===== src/rtl/lsync_pkg.sv =====
// Shared constants and state encoding for the lane synchronizer.
// Assumes four octets per link word, lane 0 earliest.
package lsync_pkg;
    localparam int NOCT = 4;
    localparam int DW   = 8 * NOCT;
    localparam int IDXW = $clog2(NOCT);
    localparam logic [7:0] CH_COMMA    = 8'hBC;
    localparam logic [7:0] CH_MF_START = 8'h1C;

    typedef enum logic [2:0] {
        ST_HUNT,
        ST_VERIFY,
        ST_FRAME,
        ST_ALIGN_SEQ,
        ST_USER
    } lane_state_t;
endpackage


===== src/rtl/lsync_scan.sv =====
// Combinational octet scanner: tracks the comma run across the word and
// finds the first non-comma octet. Assumes decoded octets with ctrl flags.
module lsync_scan
    import lsync_pkg::*;
(
    input  logic [DW-1:0]   data,
    input  logic [NOCT-1:0] ctrl,
    input  logic [2:0]      run_in,
    output logic            run_hit,
    output logic [2:0]      run_out,
    output logic            nonk_found,
    output logic [IDXW-1:0] nonk_idx,
    output logic            nonk_is_start
);
    logic [NOCT-1:0] is_comma;
    logic [NOCT-1:0] is_start;

    // Per-octet character classification.
    for (genvar g = 0; g < NOCT; g++) begin : g_cls
        assign is_comma[g] = ctrl[g] && (data[8*g +: 8] == CH_COMMA);
        assign is_start[g] = ctrl[g] && (data[8*g +: 8] == CH_MF_START);
    end

    // Walk the octets in time order, extending or clearing the comma run.
    always_comb begin
        logic [2:0] r;
        r       = run_in;
        run_hit = 1'b0;
        for (int i = 0; i < NOCT; i++) begin
            if (is_comma[i]) begin
                if (r < 3'd4) r = r + 3'd1;
                if (r == 3'd4) run_hit = 1'b1;
            end else begin
                r = 3'd0;
            end
        end
        run_out = r;
    end

    // Locate the earliest non-comma octet and classify it.
    always_comb begin
        nonk_found    = 1'b0;
        nonk_idx      = '0;
        nonk_is_start = 1'b0;
        for (int i = 0; i < NOCT; i++) begin
            if (!nonk_found && !is_comma[i]) begin
                nonk_found    = 1'b1;
                nonk_idx      = IDXW'(i);
                nonk_is_start = is_start[i];
            end
        end
    end
endmodule


===== src/rtl/lsync_align.sv =====
// Octet realigner: keeps the previous word and rotates {current, previous}
// by the latched lane phase. Assumes phase is loaded on the word holding
// the start-of-multiframe octet.
module lsync_align
    import lsync_pkg::*;
(
    input  logic            clk,
    input  logic            rst_n,
    input  logic [DW-1:0]   raw_data,
    input  logic [NOCT-1:0] raw_ctrl,
    input  logic            load,
    input  logic [IDXW-1:0] phase_in,
    output logic [DW-1:0]   al_data,
    output logic [NOCT-1:0] al_ctrl
);
    logic [DW-1:0]     prev_data;
    logic [NOCT-1:0]   prev_ctrl;
    logic [IDXW-1:0]   phase_q;
    logic [2*DW-1:0]   cat_data;
    logic [2*NOCT-1:0] cat_ctrl;

    // Hold one word of history for octets that straddle a word boundary.
    always_ff @(posedge clk) begin
        if (!rst_n) begin
            prev_data <= '0;
            prev_ctrl <= '0;
        end else begin
            prev_data <= raw_data;
            prev_ctrl <= raw_ctrl;
        end
    end

    // Latch the lane position of the start-of-multiframe octet.
    always_ff @(posedge clk) begin
        if (!rst_n)    phase_q <= '0;
        else if (load) phase_q <= phase_in;
    end

    // Select four consecutive octets starting at the latched phase.
    always_comb begin
        cat_data = {raw_data, prev_data};
        cat_ctrl = {raw_ctrl, prev_ctrl};
        al_data  = cat_data[{phase_q, 3'b000} +: DW];
        al_ctrl  = cat_ctrl[phase_q +: NOCT];
    end
endmodule


===== src/rtl/lsync_ilas.sv =====
// Alignment-sequence tracker: counts aligned words against the runtime
// length and captures the configuration octets of the second multiframe.
// Assumes total is a multiple of four and at least 16 words.
module lsync_ilas
    import lsync_pkg::*;
#(
    parameter int TW = 11
) (
    input  logic          clk,
    input  logic          rst_n,
    input  logic          start,
    input  logic          active,
    input  logic [DW-1:0] al_data,
    input  logic [TW-1:0] total,
    output logic          last,
    output logic [DW-1:0] cfg0,
    output logic [DW-1:0] cfg1,
    output logic [DW-1:0] cfg2,
    output logic [DW-1:0] cfg3
);
    localparam int HALF = DW / 2;

    logic [TW-1:0]        wcnt;
    logic [TW-1:0]        cap_base;
    logic [TW-1:0]        cap_off;
    logic                 in_window;
    logic [3:0][DW-1:0]   cap_q;

    assign cap_base  = total >> 2;
    assign cap_off   = wcnt - cap_base;
    assign in_window = (wcnt >= cap_base) && (wcnt < cap_base + TW'(4));
    assign last      = active && (wcnt == total - TW'(1));

    // Aligned word counter, cleared when the sequence begins.
    always_ff @(posedge clk) begin
        if (!rst_n)      wcnt <= '0;
        else if (start)  wcnt <= '0;
        else if (active) wcnt <= wcnt + TW'(1);
    end

    // Store the four words that open the second multiframe.
    always_ff @(posedge clk) begin
        if (!rst_n)                      cap_q <= '0;
        else if (active && in_window)    cap_q[cap_off[1:0]] <= al_data;
    end

    // Drop the two leading control octets and repack in arrival order.
    assign cfg0 = {cap_q[1][HALF-1:0], cap_q[0][DW-1:HALF]};
    assign cfg1 = {cap_q[2][HALF-1:0], cap_q[1][DW-1:HALF]};
    assign cfg2 = {cap_q[3][HALF-1:0], cap_q[2][DW-1:HALF]};
    assign cfg3 = {{HALF{1'b0}},       cap_q[3][DW-1:HALF]};

    p_cnt_bound_r8: assert property (@(posedge clk) disable iff (!rst_n)
        active |-> (wcnt < total));
endmodule


===== src/rtl/lsync_lane_rx.sv =====
// Lane bring-up controller: comma hunt, post-release check, frame
// alignment, alignment-sequence capture and user data hand-off.
// Assumes cfg_k * cfg_f is a multiple of four and at least 16.
module lsync_lane_rx
    import lsync_pkg::*;
#(
    parameter int KW = 6,
    parameter int FW = 5
) (
    input  logic            clk,
    input  logic            rst_n,
    input  logic [31:0]     rx_data,
    input  logic [3:0]      rx_ctrl,
    input  logic [3:0]      rx_err,
    input  logic [KW-1:0]   cfg_k,
    input  logic [FW-1:0]   cfg_f,
    output logic            sync_n,
    output logic            cgs_done,
    output logic            frame_locked,
    output logic            link_valid,
    output logic [31:0]     user_data,
    output logic [3:0]      user_ctrl,
    output logic [31:0]     ilas_cfg0,
    output logic [31:0]     ilas_cfg1,
    output logic [31:0]     ilas_cfg2,
    output logic [31:0]     ilas_cfg3
);
    localparam int TW = KW + FW;

    lane_state_t     state_q, state_d;
    logic [2:0]      run_q, run_d, run_out;
    logic            run_hit, nonk_found, nonk_is_start;
    logic [IDXW-1:0] nonk_idx;
    logic            load, any_err, seq_last;
    logic [TW-1:0]   total;
    logic [DW-1:0]   al_data;
    logic [NOCT-1:0] al_ctrl;

    assign any_err = |rx_err;
    assign total   = TW'(cfg_k) * TW'(cfg_f);

    lsync_scan u_scan (
        .data(rx_data), .ctrl(rx_ctrl), .run_in(run_q),
        .run_hit(run_hit), .run_out(run_out),
        .nonk_found(nonk_found), .nonk_idx(nonk_idx),
        .nonk_is_start(nonk_is_start)
    );

    lsync_align u_align (
        .clk(clk), .rst_n(rst_n), .raw_data(rx_data), .raw_ctrl(rx_ctrl),
        .load(load), .phase_in(nonk_idx), .al_data(al_data), .al_ctrl(al_ctrl)
    );

    lsync_ilas #(.TW(TW)) u_ilas (
        .clk(clk), .rst_n(rst_n), .start(load),
        .active(state_q == ST_ALIGN_SEQ), .al_data(al_data), .total(total),
        .last(seq_last), .cfg0(ilas_cfg0), .cfg1(ilas_cfg1),
        .cfg2(ilas_cfg2), .cfg3(ilas_cfg3)
    );

    // Next-state decision for the bring-up sequence.
    always_comb begin
        state_d = state_q;
        run_d   = 3'd0;
        load    = 1'b0;
        case (state_q)
            ST_HUNT: begin
                if (!any_err) begin
                    if (run_hit) state_d = ST_VERIFY;
                    else         run_d   = run_out;
                end
            end
            ST_VERIFY: state_d = any_err ? ST_HUNT : ST_FRAME;
            ST_FRAME: begin
                if (any_err) state_d = ST_HUNT;
                else if (nonk_found) begin
                    if (nonk_is_start) begin
                        state_d = ST_ALIGN_SEQ;
                        load    = 1'b1;
                    end else begin
                        state_d = ST_HUNT;
                    end
                end
            end
            ST_ALIGN_SEQ: begin
                if (any_err)       state_d = ST_HUNT;
                else if (seq_last) state_d = ST_USER;
            end
            default: state_d = ST_USER;
        endcase
    end

    // State and comma-run registers.
    always_ff @(posedge clk) begin
        if (!rst_n) begin
            state_q <= ST_HUNT;
            run_q   <= 3'd0;
        end else begin
            state_q <= state_d;
            run_q   <= run_d;
        end
    end

    // Registered user data stage, zero outside the data phase.
    always_ff @(posedge clk) begin
        if (!rst_n) begin
            link_valid <= 1'b0;
            user_data  <= '0;
            user_ctrl  <= '0;
        end else begin
            link_valid <= (state_q == ST_USER);
            user_data  <= (state_q == ST_USER) ? al_data : '0;
            user_ctrl  <= (state_q == ST_USER) ? al_ctrl : '0;
        end
    end

    assign sync_n       = (state_q != ST_HUNT);
    assign cgs_done     = (state_q == ST_FRAME) || (state_q == ST_ALIGN_SEQ) ||
                          (state_q == ST_USER);
    assign frame_locked = (state_q == ST_ALIGN_SEQ) || (state_q == ST_USER);

    p_err_restart_r3: assert property (@(posedge clk) disable iff (!rst_n)
        ((state_q != ST_USER) && any_err) |=> !sync_n);
    p_release_clean_r2: assert property (@(posedge clk) disable iff (!rst_n)
        $rose(sync_n) |-> (!$past(any_err) && ($past(rx_ctrl) != 4'd0)));
    p_user_holds_sync_r9: assert property (@(posedge clk) disable iff (!rst_n)
        link_valid |=> (link_valid && sync_n));
    p_valid_locked_r8: assert property (@(posedge clk) disable iff (!rst_n)
        link_valid |-> (frame_locked && cgs_done));
endmodule


===== config.mk =====
export PLATFORM = sky130hd
export DESIGN_NAME = lsync_lane_rx
export DESIGN_NICKNAME = d
export VERILOG_FILES = /design/src/rtl/lsync_pkg.sv /design/src/rtl/lsync_scan.sv /design/src/rtl/lsync_align.sv /design/src/rtl/lsync_ilas.sv /design/src/rtl/lsync_lane_rx.sv
export SDC_FILE = /design/constraint.sdc
export NUM_CORES = 1
export LEC_CHECK = 0
export BUFFER_PORTS_ARGS = -buffer_cell sky130_fd_sc_hd__buf_2
export CORE_UTILIZATION = 50
export DETAILED_ROUTE_END_ITERATION = 10
export GPL_TIMING_DRIVEN = 0
export PLACE_DENSITY = 0.81
export SKIP_CTS_REPAIR_TIMING = 1
export SYNTH_ARGS = -nofsm -noshare
export SYNTH_HDL_FRONTEND = slang
export SYNTH_SLANG_ARGS = --single-unit

===== constraint.sdc =====
create_clock -name clk -period 7.88 [get_ports clk]
set_input_delay 1.97 -clock clk [delete_from_list [all_inputs] [get_ports clk]]
set_output_delay 1.97 -clock clk [all_outputs]
set_load 0.01 [all_outputs]

After elaboration in Yosys (flattened, before gate mapping) --
Index checks and enable logic that the tools add are counted.
Storage, ports and cells: register bits after elaboration 220, output and inout port bits 168, logic and storage cells 132
Cells by class: $add $sub $neg 8, multipliers 1, $lt $le $gt $ge 8, equality and inequality tests 21, shift-type cells 2, mux-type cells 46, bitwise gates (word level) 3, reductions and logical operators 30
Operator list (number):
- $bwmux W128 | 1
- $demux W32 S2 | 1
- $shiftx A64 B6 Y32 | 1
- $mux W3 | 17
- $eq A8 B5 Y1 const B | 4
- $eq A8 B8 Y1 const B | 4
- $mux W32 | 1
- $mux W1 | 21
- $eq A3 B3 Y1 const B | 5
- $logic_and A1 B1 Y1 | 15
- $add A3 B1 Y3 const B | 4
- $lt A3 B3 Y1 const B | 4
- $pmux W3 S4 | 1
- $add A11 B1 Y11 const B | 1
- $eq A11 B11 Y1 | 1
- $ge A11 B9 Y1 | 1
- $lt A11 B10 Y1 | 1
- $mul A6 B5 Y11 | 1
- $sub A11 B1 Y11 const B | 1
- $add A9 B3 Y10 const B | 1
- $mux W2 | 4
- $reduce_or A8 Y1 | 1
- $shiftx A8 B3 Y4 | 1
- $eq A3 B2 Y1 const B | 2
- other kinds (15) | 25

Logic depth before layout (Yosys ltp) --
word-level depth 21, gate-level depth with buffers 21

Cells and area by module --
Synthesis repeated with hierarchy kept, for this count alone.
Unflattened totals: cell total of the unflattened synthesis 1023, area, all modules 10327.4 um^2
By module, submodules not included:
- lsync_ilas | instances 1, cells each 581, area an instance 5554.1 um^2, seq. area each 2462.4 um^2
- lsync_lane_rx | instances 1, cells each 227, area an instance 2205.9 um^2, seq. area each 860.8 um^2
- lsync_align | instances 1, cells each 126, area an instance 1968.1 um^2, seq. area each 760.7 um^2
- lsync_scan | instances 1, cells each 89, area an instance 599.3 um^2, seq. area each 0.0 um^2

Worst setup path before layout --
No wires, ideal clock.
path type input port to flip-flop, from input cfg_k[0], to register u_ilas.cap_q, in the netlist u_ilas.cfg2[15], library setup time 0.131 ns, arrival 7.151 ns, data required time 7.749 ns, slack 0.597 ns, stages on the path 19, buffers on the path 1, cell sequence nand2_1 fa_1 fa_1 fa_1 inv_1 ha_1 a211oi_1 nor2_1 xor2_1 nand2_1 or4_1 xor2_1 ha_1 a21o_1 a2111oi_2 and3_1 nand3_2 buf_2 mux2i_1
Between the ends: word-level cells in the longest chain between the ends 7, elaborated cells between the ends (all ways) 13, classes of those cells add/sub: 2; mul: 1; order compare: 4; mux: 3; reduce/logical: 3
RTL lines:
- start, declared | line lsync_lane_rx.sv:15 | input logic [KW-1:0] cfg_k,
- $mul A6 B5 Y11 * | line lsync_lane_rx.sv:40 | assign total = TW'(cfg_k) * TW'(cfg_f);
- parallel branches: the longest is 6 deep, another holds $lt A11 B10 Y1
- end signal, assigned by index | line lsync_ilas.sv:44 | else if (active && in_window) cap_q[cap_off[1:0]] <= al_data;
- end, declared | line lsync_ilas.sv:27 | logic [3:0][DW-1:0] cap_q;
Mark *: on every way between the ends. A chain may end at the register's enable or synchronous reset.

Final worst setup path --
from input cfg_k[0], to register u_ilas.cap_q, in the netlist u_ilas.cfg2[11]
Same word-level chain as after synthesis.

==> metrics.md <==
| Metric | Value |
|---|---|
| Crit path capture type | flip-flop |
| Ant. Diodes | 0 |
| FMAX | 0.137 GHz |
| Final min period | 7.30 ns |
| Synth Register Bits | 204 |
| Sw frac | 0.276 |
| Gr usage total | 0.268 |
| Post-Layout Inst Area | 0.0124 sq mm |
| Total congestion overflow | 0 |
| P_int | 0.00177 W |
| Clock share of power | 0.397 |
| Async SR Flop Fraction | 0 |
| Skew-Pair Late Insertion Delay | 0.52 ns |
| R2R Setup Slk | 4.32 ns |
| Post-route DRC violation count | 0 |
| Layout cell share with drive strength beyond 1 | 0.230 |
| Worst-path fanout max | 10 |
| Ports | 221 |
| RR Startpoint | run_q[0] |
| Leakage Power | 6.03 nW |
| Synth Instances | 1100 |
| Min-delay src | u_ilas.cfg0[24] |
| Number of detailed-route iterations in the first pass | 5 |
| CTS tree | built |
| Worst reg2reg path depth | 15 |
| Worst-Margin Slew | 0.837 ns |
| Gpl congestion | 0.984 |
| Top-count cell post-synth | dfxtp_1 |
| Switching power | 0.000675 W |
| Pwr per Cell Area | 197 mW/mm^2 |
| Wire per inst | 17.5 um |
| Reg2reg end | run_q[2] |
| Crit Path Class | input pin to flip-flop |
| Max VDD drop | 0.000153 V |
| Clock-pin slew on the worst setup and hold paths | 0.06 ns |
| Vias | 8737 |
| Sequential area share after synthesis | 0.397 |
| Final-stage net count | 1449 |
| Clock buffer depth | 3 |
| Total routed wirelength | 28400 um |
| RSZ-0062 raised after global routing | no |
| Post-synth top flop | dfxtp_1 |
| Hold path cells | 2 |
| Final Hold Viols | 0 |
| Total number of H-tree levels | 1 |
| Clock Skew | 0.0220 ns |
| Status | completed |
| Cell Area, Placed | 0.0117 sq mm |
| Yosys top cell area share | 0.397 |
| First-pass GRT wire length | 45000 um |
| Yosys cell types | 73 |
| CTS buffer count | 22 |
| Yosys warning count | 0 |
| Clk sinks | 204 |
| P&R area growth vs syn | 20.4% |
| Clk root buf | clkbuf_16 |
| Synth top cells by count | 204 x dfxtp_1, 158 x nand2_1, 147 x mux2i_1 |
| Number of global-route vias before repair | 8479 |
| Hold WC Path Type | flip-flop to flip-flop |
| Post-layout util | 0.614 |
| WHS Endpoint | u_ilas.cfg0[24] |
| Largest net degree at the start of global routing | 14 |
| Critical Path AT | 7.66 ns |
| Mapped cell area | 0.0103 sq mm |
| Seq pwr share | 0.429 |
| Cell taking the most area after synthesis | dfxtp_1 |
| Fin. max-slew vios | 0 |
| Chip height | 145 um |
| Final Cycle Share | 0.927 |
| DP HPWL | 22000 um |
| Core Rows | 52 |
| Fin Hold WS | 0.457 ns |
| Maxcap violations | 0 |
| Final setup viols | 0 |
| Final ANT Viol Nets | 0 |
| Die W | 145 um |
| EDFF count, synth | 0 |
| Die ar. | 0.0211 sq mm |
| Area contributors post-synth | dfxtp_1 40%, mux2i_1 14%, nand2_1 5.8% |
| Total core area | 0.0202 sq mm |
| Initial antenna violation count | 0 |
| Crit start category | input pin |
| Worst relative slew slack | 0.442 |
| Starting Density | 0.510 |
| Avg Vias per Cell | 5.38 |
| Initial drt markers | 499 |
| IO buf count | 203 |
| Gate power share | 0.174 |
| Mean Syn Cell Area | 9.35 sq um |
| Required time of the critical path | 8.24 ns |
## registers in the layout, indices dropped and copies added, names as in the netlist, 4 cells and up
signal and flops:
user_data 32, user_ctrl 4, u_align.prev_ctrl 4, u_ilas.cfg1 32
u_ilas.wcnt 11, u_align.prev_data 32, u_ilas.cfg3 16, u_ilas.cfg2 32
u_ilas.cfg0 32
## layout by cell type, fill, tap and decap left out, types with 5 or more instances in the layout
cell type,netlist,final
xnor2_1,28,28
buf_2,16,219
and3_1,5,5
nor3_1,6,6
nand2_1,158,158
inv_1,20,20
mux2i_1,147,147
nand3_1,10,10
nor2b_1,10,10
nor2_1,100,100
buf_4,16,16
o211ai_1,10,10
a21oi_1,32,32
nand4b_1,5,5
fa_1,12,12
nand2b_1,21,21
dfxtp_1,204,204
or3_1,8,8
conb_1,1,16
mux2_2,16,16
ha_1,42,42
o21a_1,5,5
nand3b_1,8,8
nor3b_1,9,9
clkbuf_1,41,47
and2_1,62,62
xor2_1,12,11
clkbuf_16,0,22
o21ai_0,18,18
## how the worst max path moves through the flow
stage	from	end	slack, ns	depth (start not counted)
global route	cfg_k[0]	u_ilas.cfg2[11]	0.13	21
detailed placement	cfg_k[0]	u_ilas.cfg2[9]	-0.12	20
global placement	cfg_k[0]	u_ilas.cfg2[11]	-0.09	20
CTS	cfg_k[0]	u_ilas.cfg2[9]	0.37	20
finish	cfg_k[0]	u_ilas.cfg2[11]	0.58	21
floorplan	cfg_k[0]	u_ilas.cfg2[15]	0.60	19
## logic make-up after synthesis
kind of cell,synth area share
AND/OR/NAND/NOR,0.205
flip-flops,0.397
multiplexers,0.169
AO/OA/AOI/OAI,0.0735
buffers and inverters,0.0451
adder cells (fa/ha/maj),0.0754
XOR/XNOR,0.0341
other,0.000365
## per-layer routing
| metal | vias up | routed length [um] | part of all wire | global-route usage |
|---|---|---|---|---|
| li1 | 4214 | - | - | - |
| met1 | 4134 | 12400 | 0.44 | 0.353 |
| met2 | 322 | 13100 | 0.46 | 0.444 |
| met3 | 67 | 1700 | 0.060 | 0.0354 |
| met4 | 0 | 1230 | 0.043 | 0.114 |
| met5 | - | 0 | 0 | 0 |
## power groups by stage
stage	logic [W]	clock network [W]	registers (W)
after CTS	0.000421	0.000977	0.00105
after global routing	0.000478	0.00102	0.00105
after floorplan	0.000318	0	0.00107
after detailed placement	0.000416	0	0.00107
final	0.000425	0.000969	0.00105
after global placement	0.000405	0	0.00107
## layout make-up
| class | count | area [sq um] |
|---|---|---|
| Multi-Input combinational cell | 813 | 5810 |
| Sequential cell | 204 | 4080 |
| Inverter | 20 | 75.1 |
| Buffer | 78 | 389 |
| Clock inverter | 9 | 93.8 |
| Tap cell | 270 | 338 |
| Fill cell | 1713 | 7790 |
| Timing Repair Buffer | 203 | 1020 |
| Clock buffer | 28 | 573 |
## critical path, cell delays in order
cell and delay, ns:
buf_2 0.13, nand2_1 0.08, fa_1 0.51, fa_1 0.51
fa_1 0.55, inv_1 0.05, ha_1 0.25, a211oi_2 0.28
nor2_1 0.10, xor2_1 0.37, ha_1 0.26, nand2_1 0.07
or4_1 0.49, xor2_1 0.16, ha_1 0.31, a21o_1 0.21
a2111oi_4 0.46, and3_1 0.23, nand3_2 0.20, buf_2 0.31
mux2i_1 0.16
## stage by stage
| step | setup TNS (ns) | std cells | worst slack, ns | power, W |
|---|---|---|---|---|
| finish | 0 | 1625 | 0.576 | 0.00244 |
| global route | 0 | 1625 | 0.133 | 0.00254 |
| CTS | 0 | 1625 | 0.370 | 0.00244 |
| detailed placement | -4.26 | 1588 | -0.121 | 0.00148 |
| global placement | -3.33 | 1588 | -0.0925 | 0.00147 |
| floorplan | 0 | 1115 | 0.597 | 0.00138 |
No activity file was read; power rests on OpenSTA's default activity.
